==> src/rtl/addr_hi_gen.sv <==
module addr_hi_gen #(
  parameter int W = 8
) (
  input  logic         clk,
  input  logic         rst,
  input  logic         ce,
  input  logic [1:0]   src_sel,
  input  logic [1:0]   adj_op,
  input  logic         carry_in,
  input  logic [W-1:0] pc_hi,
  input  logic [W-1:0] data_in,
  output logic [W-1:0] addr_comb,
  output logic [W-1:0] addr_q
);

  localparam logic [W-1:0] ALL_ONES = {W{1'b1}};
  localparam logic [W-1:0] ONE      = {{(W-1){1'b0}}, 1'b1};

  logic [W-1:0] base;
  logic [W-1:0] addend;

  always_comb begin
    case (src_sel)
      2'd0:    base = '0;
      2'd1:    base = addr_q;
      2'd2:    base = pc_hi;
      default: base = data_in;
    endcase
  end

  always_comb begin
    case (adj_op)
      2'd0:    addend = '0;
      2'd1:    addend = ONE;
      2'd2:    addend = ALL_ONES;
      default: addend = {{(W-1){1'b0}}, carry_in};
    endcase
  end

  assign addr_comb = base + addend;

  always_ff @(posedge clk) begin
    if (rst)
      addr_q <= ALL_ONES;
    else if (ce)
      addr_q <= addr_comb;
  end

endmodule

==> config.mk <==
export PLATFORM = sky130hd
export DESIGN_NAME = addr_hi_gen
export DESIGN_NICKNAME = d
export VERILOG_FILES = /design/src/rtl/addr_hi_gen.sv
export SDC_FILE = /design/constraint.sdc
export NUM_CORES = 1
export LEC_CHECK = 0
export ABC_CLOCK_PERIOD_IN_PS = 3120
export BUFFER_PORTS_ARGS = -buffer_cell sky130_fd_sc_hd__buf_2
export CAP_MARGIN = 20
export CORE_MARGIN = 3
export CORE_UTILIZATION = 45
export CTS_CLUSTER_DIAMETER = 80
export DETAILED_ROUTE_END_ITERATION = 7
export MAX_ROUTING_LAYER = met4
export PLACE_DENSITY = 0.79
export REMOVE_ABC_BUFFERS = 1
export SETUP_SLACK_MARGIN = 0.3
export SYNTH_ARGS = -nofsm -noshare
export SYNTH_HDL_FRONTEND = slang
export SYNTH_SLANG_ARGS = --single-unit
==> constraint.sdc <==
create_clock -name clk -period 3.12 [get_ports clk]
set_input_delay 0.312 -clock clk [delete_from_list [all_inputs] [get_ports clk]]
set_output_delay 0.312 -clock clk [all_outputs]
set_load 0.03 [all_outputs]
Word level (Yosys, flattened, before mapping) --
Index checks and enable logic that the tools add are counted.
Cells by class: add/subtract/negate cells 1, equality and inequality tests 4, reduce and logical (&&, ||, !) cells 2, muxes and demuxes 2
Operators with widths (number):
- $pmux W8 S3 | 2
- $add A8 B8 Y8 | 1
- $eq A2 B1 Y1 const B | 2
- $eq A2 B2 Y1 const B | 2
- $logic_not A2 Y1 | 2
Word-level totals: logic and storage cells 10, register bits after elaboration 8, output and inout port bits 16, bits of input ports 24

Longest topological paths before layout --
Gate-level depths: netlist (run 1).
word-level depth 3, gate-level depth with buffers 11

Least setup slack after synthesis (run 1) --
No wires, ideal clock.
path kind in2out, from input port src_sel[0], to output port addr_comb[6], data required time 2.808 ns, stages on the path 10, path buffers 1, arrival 2.424 ns, path slack 0.384 ns, cells stage by stage buf_6 mux2_2 a22o_1 ha_1 fa_1 a21o_1 a21oi_1 nor4bb_1 a21oi_1 o211ai_1
On the way: longest elaborated chain between the ends 3, elaborated cells between the ends (all ways) 5, classes of those cells 1 x add/sub; 2 x eq/ne; 1 x mux; 1 x reduce/logical
RTL lines:
- start, declared | RTL line 7 | input logic [1:0] src_sel,
- $eq A2 B2 Y1, or another cell as far along | RTL line 23 | case (src_sel)
- $pmux W8 S3 (*) | RTL line 23
- $add A8 B8 Y8 (*) | RTL line 40 | assign addr_comb = base + addend;
- end, declared | RTL line 12 | output logic [W-1:0] addr_comb,
Mark *: on every way between the ends. The rest lies on a longest branch, timed or not.

Worst setup path after layout (run 1) --
Ends and elaborated chain as after synthesis.

==> reports/metrics.yaml, run 1 <==
ios: 40
finClkSkew_ns: 0.000861
antenna_cells: 0
hold_path_class: "in2reg"
cts_max_level: 1
insertion_delay_ns: 0.26
final_nets: 165
antenna_found_initial: 0
leakage_uw: 0.000539
drt_first_pass_iters: 3
largest_registers: "addr_q (8)"
placed_cells: 149
powerDensity_nw_per_um2: 454
fp.coreArea_sq_um: 1630
clkSlewWorstSetupHoldPaths_ns: 0.06
vdd_drop_max_mv: 0.275
critPathLaunch: "src_sel[0]"
cp_data_required_time_ns: 2.81
max-clock-path-buffers: 2
switchingPower_uw: 220
synth_area_sq_um: 832
hold_viol_final: 0
via_count: 829
synth_top_area_share_pct: 19.2
cpMaxStageDelayCell: "fa_2"
syn_to_final_growth_pct: 28.3
synth-seq-cells: 8
synth_area_per_cell_sq_um: 9.24
seq_power_share_pct: 25.3
r2r-start: "addr_q[0]"
start_kind: "primary input"
yosys_warnings: 0
numPortBuffers: 39
crit_path_end_kind: "primary output"
place_hpwl_mm: 1.63
top_register: "addr_q"
routed_wl_mm: 2.07
synth_top_area_cell: "dfxtp_1"
antenna_left: 0
start_util_pct: 51.1
tightest_slew_ns: 0.389
synth_seq_area_share_pct: 19.2
pwr-share-clk_pct: 17.9
drive_gt1_share_pct: 45.0
rows: 14
die-area_sq_um: 2400
internal_power_uw: 265
worstPathCellList: "buf_6 > mux2_2 > a22o_1 > ha_2 > fa_2 > a21o_1 > a21oi_2 > nor4bb_1 > a21oi_1 > o211ai_1 > buf_4"
cts_sinks: 8
critPathArrivalTime_ns: 2.38
fin_cells: 153
drt_iter0_drc: 5
period_needed_ns: 2.69
min_period_over_period_pct: 86.1
wl_per_cell_microns: 13.5
numCtsBuffers: 3
largest_reg_flops: 8
die_y_microns: 49
grt_max_degree: 12
grtUsageTotal_pct: 18.5
netSwitchingFraction_pct: 45.3
grt_overflow: 0
worstHoldStart: "rst"
path_max_fanout: 9
maxCapViolCount: 0
finalSetupViolations: 0
grt_pass1_wl_mm: 3.38
status: "finished clean"
synth_area_leaders: "dfxtp_1 (19%), ha_1 (14%), mux2_2 (9.5%)"
finalSetupTns_ns: 0
die_w_microns: 49
ctsHoldBuffers: 0
syn_inst: 90
path_class: "in2out"
comb_power_share_pct: 56.8
tritoncts: "done"
final_max_slew_viol_count: 0
slew_headroom_pct: 74.1
grt_pass1_vias: 796
drc_errors: 0
fmax_ghz: 0.372
ys_types: 32
gp_congestion: 0.772
rsz0062_at_grt: "no"
cpPeakStageDelay_ns: 0.35
viasPerCell: 5.42
clock-root-buffer: "clkbuf_4"
stage by stage:
step	power, uW	worst slack (ns)	hold WS [ns]	util (%)	area [sq um]
after floorplan	318	0.515	0.411	-	795
after global placement	387	0.196	0.489	62.6	1020
after detailed placement	393	0.118	0.512	62.6	1020
after CTS	486	0.311	0.369	64.8	1060
after global routing	517	0.322	0.382	65.5	1070
final	485	0.433	0.364	65.5	1070
cell type report:
cell class | count | area [sq um]
sequential | 8 | 160
fill | 161 | 562
inverter | 3 | 11.3
timing repair buffer | 40 | 211
multi-input combinational | 75 | 632
clock buffer | 3 | 22.5
tap | 24 | 30.0
cell usage after synthesis:
cell / number
a22o_1: 7
ha_1: 9
a21bo_1: 1
or2_2: 1
a21oi_1: 9
mux2_2: 7
clkbuf_1: 1
a22oi_2: 1
fa_1: 1
o21bai_1: 3
buf_6: 3
and3b_1: 1
nor2b_4: 1
inv_1: 3
nand2b_1: 2
xor2_1: 2
mux2_4: 1
nor2_1: 7
o211ai_1: 2
nand4_1: 1
nand2_1: 2
o21ai_0: 1
nor4bb_1: 1
xnor2_1: 4
dfxtp_1: 8
mux2i_1: 1
nand3_1: 2
a21bo_2: 1
nor2b_1: 2
a31oi_1: 1
a21o_1: 2
a211o_1: 2
cell families (layout without fill, tap and decap cells):
logic type / after synthesis / in the layout / share of synthesized area (%)
buffers and inverters: 7 / 46 / 5.86
adder cells (fa/ha/maj): 10 / 10 / 15.9
flip-flops: 8 / 8 / 19.2
multiplexers: 9 / 9 / 12.5
XOR/XNOR: 6 / 6 / 6.32
AND/OR/NAND/NOR: 20 / 20 / 13.7
AO/OA/AOI/OAI: 30 / 30 / 26.5
power by group through the flow:
stage	clock, uW	combinational, uW	sequential, uW
after floorplan	0	171	148
after global placement	0	262	124
after detailed placement	0	268	125
after CTS	89.9	273	123
after global routing	94.8	297	124
final	86.9	275	123
what timing repair did:
item	in CTS	in global routing
pin swaps	1	2
buffers inserted	1	0
gates resized for setup	2	5
endpoints found under the setup margin	2	2
critical path: cells and delay by family:
kind	cells	cell delay, ns
compound gates	5	0.81
buf+inv	2	0.30
mux	1	0.33
simple gates	1	0.07
fa+ha+maj	2	0.54
placed cells by master (no fill, tap or decap), types with 2 or more instances in the layout:
master | Yosys | final
a211o_1 | 2 | 2
nor2_1 | 7 | 7
a22o_1 | 7 | 7
o21bai_1 | 3 | 3
clkbuf_4 | 0 | 3
ha_1 | 9 | 8
dfxtp_1 | 8 | 8
inv_1 | 3 | 3
nand2b_1 | 2 | 2
o211ai_1 | 2 | 2
nand2_1 | 2 | 2
nand3_1 | 2 | 2
xnor2_1 | 4 | 4
mux2_2 | 7 | 7
buf_2 | 0 | 37
a21oi_1 | 9 | 8
xor2_1 | 2 | 2
buf_4 | 0 | 2
a21o_1 | 2 | 2
nor2b_1 | 2 | 2
final timing paths:
check / endpoint / slack, ns / cells after the start
hold reg to reg: addr_q[4] / 0.52 / 2
setup reg to reg: addr_q[4] / 1.19 / 9
hold / removal: addr_q[1] / 0.36 / 2
setup / recovery: addr_comb[6] / 0.43 / 11
layer usage:
metal,GRT usage (%),share of wire (%),up-vias
li1,-,-,411
met1,22.1,47,379
met2,29.6,44,34
met3,2.75,7.0,5
met4,9.95,1.9,0
met5,-,0,-
Power figures use the tool's default switching activity.
==> run 2, diff against run 1 <==
ABC_AREA = 1   (was unset)
==> reports/metrics.yaml, run 2 <==
status: "finished clean"  # unchanged
fill_cells: 185  # was 161
synth_area_sq_um: 842  # was 832 sq um
antenna_left: 0  # unchanged
drc_errors: 0  # unchanged
start_kind: "primary input"  # unchanged
die-area_sq_um: 2430  # was 2400 sq um
place_hpwl_mm: 1.97  # was 1.63 mm
syn_to_final_growth_pct: 26.4  # was 28.3%
tritoncts: "done"  # unchanged
clkSlewWorstSetupHoldPaths_ns: 0.06  # about the same
use_met3_pct: 5.50  # was 2.75%
whs_path_depth: 3  # was 2
drt_iter0_drc: 24  # was 5
synthArstFlopShare_pct: 0  # unchanged
cp_data_required_time_ns: 2.81  # about the same
routed_wl_mm: 2.41  # was 2.07 mm
antenna_found_initial: 0  # unchanged
yosysMostFrequentCell: "nand2_1"
grt_use_met2_pct: 36.6  # was 29.6%
leakage_uw: 0.000594  # was 0.000539 uW
numCtsBuffers: 3  # unchanged
rsz0062_at_grt: "no"  # unchanged
via_count: 1030  # was 829
fp.coreArea_sq_um: 1750  # was 1630 sq um
synthTopCellsByCount: "nand2_1 (36), a21oi_1 (17), nand3_1 (16), inv_1 (14), ha_1 (9)"  # was a21oi_1 (9), ha_1 (9), dfxtp_1 (8)
cpMaxStageDelayCell: "fa_1"  # was fa_2
finalSetupViolations: 0  # unchanged
wl_per_cell_microns: 12.4  # was 13.5 microns
post-route-util_pct: 61.0  # was 65.5%
period_needed_ns: 2.55  # was 2.69 ns
final_max_slew_viol_count: 0  # unchanged
largest_reg_flops: 8  # unchanged
top_register: "addr_q"  # unchanged
finClkSkew_ns: 0.00706  # was 0.000861 ns
cpPeakStageDelay_ns: 0.42  # was 0.35 ns
powerDensity_nw_per_um2: 435  # was 454 nW/um^2
die_y_microns: 49.3  # was 49 microns
grt_pass1_vias: 956  # was 796
cp-endpoint: "addr_comb[6]"  # unchanged
grtUsageTotal_pct: 21.9  # was 18.5%
path_max_fanout: 17  # was 9
fmax_ghz: 0.393  # was 0.372 GHz
synth-edff-count: 0  # unchanged
min_period_over_period_pct: 81.6  # was 86.1%
final_nets: 206  # was 165
clock-root-buffer: "clkbuf_4"  # unchanged
numPortBuffers: 39  # unchanged
worst-r2r-setup-slack_ns: 1.36  # was 1.19 ns
postCtsSetupRepairBufs: 0  # was 1
synth_seq_area_share_pct: 19.0  # was 19.2%
max-clock-path-buffers: 2  # unchanged
synth_area_per_cell_sq_um: 6.38  # was 9.24 sq um
insertion_delay_ns: 0.27  # was 0.26 ns
grt_pass1_wl_mm: 4.03  # was 3.38 mm
synth_top_area_cell: "dfxtp_1"  # unchanged
ys.flop_type: "dfxtp_1"  # unchanged
path_common_cell: "nand3_1"
critPathArrivalTime_ns: 2.24  # was 2.38 ns
cts_sinks: 8  # unchanged
syn_inst: 132  # was 90
tightest_slew_ns: 0.449  # was 0.389 ns
regToRegEndpoint: "addr_q[6]"  # was addr_q[4]
use_met1_pct: 24.9  # was 22.1%
slew_headroom_pct: 70.0  # was 74.1%
die_w_microns: 49.3  # was 49 microns
r2r-start: "addr_q[0]"  # unchanged
maxCapViolCount: 0  # unchanged
largest_registers: "addr_q (8)"  # unchanged
finalSetupTns_ns: 0  # unchanged
rows: 15  # was 14
grt_max_degree: 18  # was 12
ios: 40  # unchanged
vdd_drop_max_mv: 0.318  # was 0.275 mV
ctsResizeCount: 0  # was 2
synth_top_area_share_pct: 19.0  # was 19.2%
hold_path_class: "in2reg"  # unchanged
worstPathCellList: "buf_2 > nand2_2 > nor2_1 > a21oi_1 > ha_1 > fa_1 > nand3_1 > nand2_1 > nand3_1 > nand3_1 > and2_1 > buf_2"  # was buf_6 > mux2_2 > a22o_1 > ha_2 > fa_2 > a21o_1 > a21oi_2 > nor4bb_1 > a21oi_1 > o211ai_1 > buf_4
critPathLaunch: "src_sel[0]"  # unchanged
gp_congestion: 0.917  # was 0.772
synth_area_leaders: "dfxtp_1 (19%), nand2_1 (16%), ha_1 (13%)"  # was dfxtp_1 (19%), ha_1 (14%), mux2_2 (9.5%)
drive_gt1_share_pct: 27.1  # was 45.0%
grt_overflow: 0  # unchanged
hold_viol_final: 0  # unchanged
drt_first_pass_iters: 4  # was 3
yosys_warnings: 0  # unchanged
ff2ff_path_depth: 10  # was 9
viasPerCell: 5.28  # was 5.42
crit_path_end_kind: "primary output"  # unchanged
start_util_pct: 48.2  # was 51.1%
antenna_cells: 0  # unchanged
final_common_cell: "buf_2"  # unchanged
ys_types: 18  # was 32
cts_max_level: 1  # unchanged
final_cell_mix: "buf_2 (39), nand2_1 (35), a21oi_1 (17)"  # was buf_2 (37), a21oi_1 (8), ha_1 (8), dfxtp_1 (8)
path_class: "in2out"  # unchanged
busiest_layer: "met2"  # unchanged
synth-seq-cells: 8  # unchanged
ctsHoldBuffers: 0  # unchanged
run 2: area by class of cell:
type / instances / area [sq um] / share of cell area [%]
Multi-Input combinational cell: 106 / 603 / 56.6
Inverter: 14 / 52.6 / 4.94
Clock buffer: 3 / 22.5 / 2.12
Tap cell: 25 / 31.3 / 2.94
Timing Repair Buffer: 39 / 195 / 18.3
Sequential cell: 8 / 160 / 15.0
run 2: logic make-up after synthesis:
kind of cell | Yosys count | synth area share, %
xor gates and xnor gates | 3 | 3.12
buffers and inverters | 18 | 9.66
and+or+nand+nor | 68 | 37.3
DFF | 8 | 19.0
adders and majority gates | 10 | 15.8
AOI/OAI and AO/OA | 25 | 15.2
run 2: worst max-delay path: cells and delay by family:
kind | cells | cell delay [ns]
buffers and inverters | 2 | 0.42
adders and majority gates | 2 | 0.65
AOI/OAI and AO/OA | 1 | 0.05
and+or+nand+nor | 7 | 0.79
run 2: routing by layer:
layer	wire, microns	up-vias
met5	0	-
met4	38	0
met3	177	5
met2	1210	47
met1	982	459
li1	-	519
run 2: stage by stage:
stage	cell area [sq um]	std cells	hold slack (ns)	setup slack (ns)	power, uW
after floorplan	813	128	0.407	0.878	303
after global placement	1040	192	0.487	0.620	375
after detailed placement	1040	192	0.481	0.523	380
after CTS	1060	195	0.316	0.522	468
after global routing	1060	195	0.327	0.374	499
final	1060	195	0.331	0.573	463
run 2: report_power, final:
part           internal [uW]  switching (uW)
clock network           44.3            39.9
logic                   84.3             172
registers                114            8.98
run 2: how the worst min path moves through the flow:
stage,endpoint,slack (ns),start
after floorplan,addr_q[2],0.41,rst
after global placement,addr_q[4],0.49,addr_q[4]
after detailed placement,addr_q[5],0.48,addr_q[5]
after CTS,addr_q[7],0.32,rst
after global routing,addr_q[7],0.33,rst
final,addr_q[2],0.33,rst
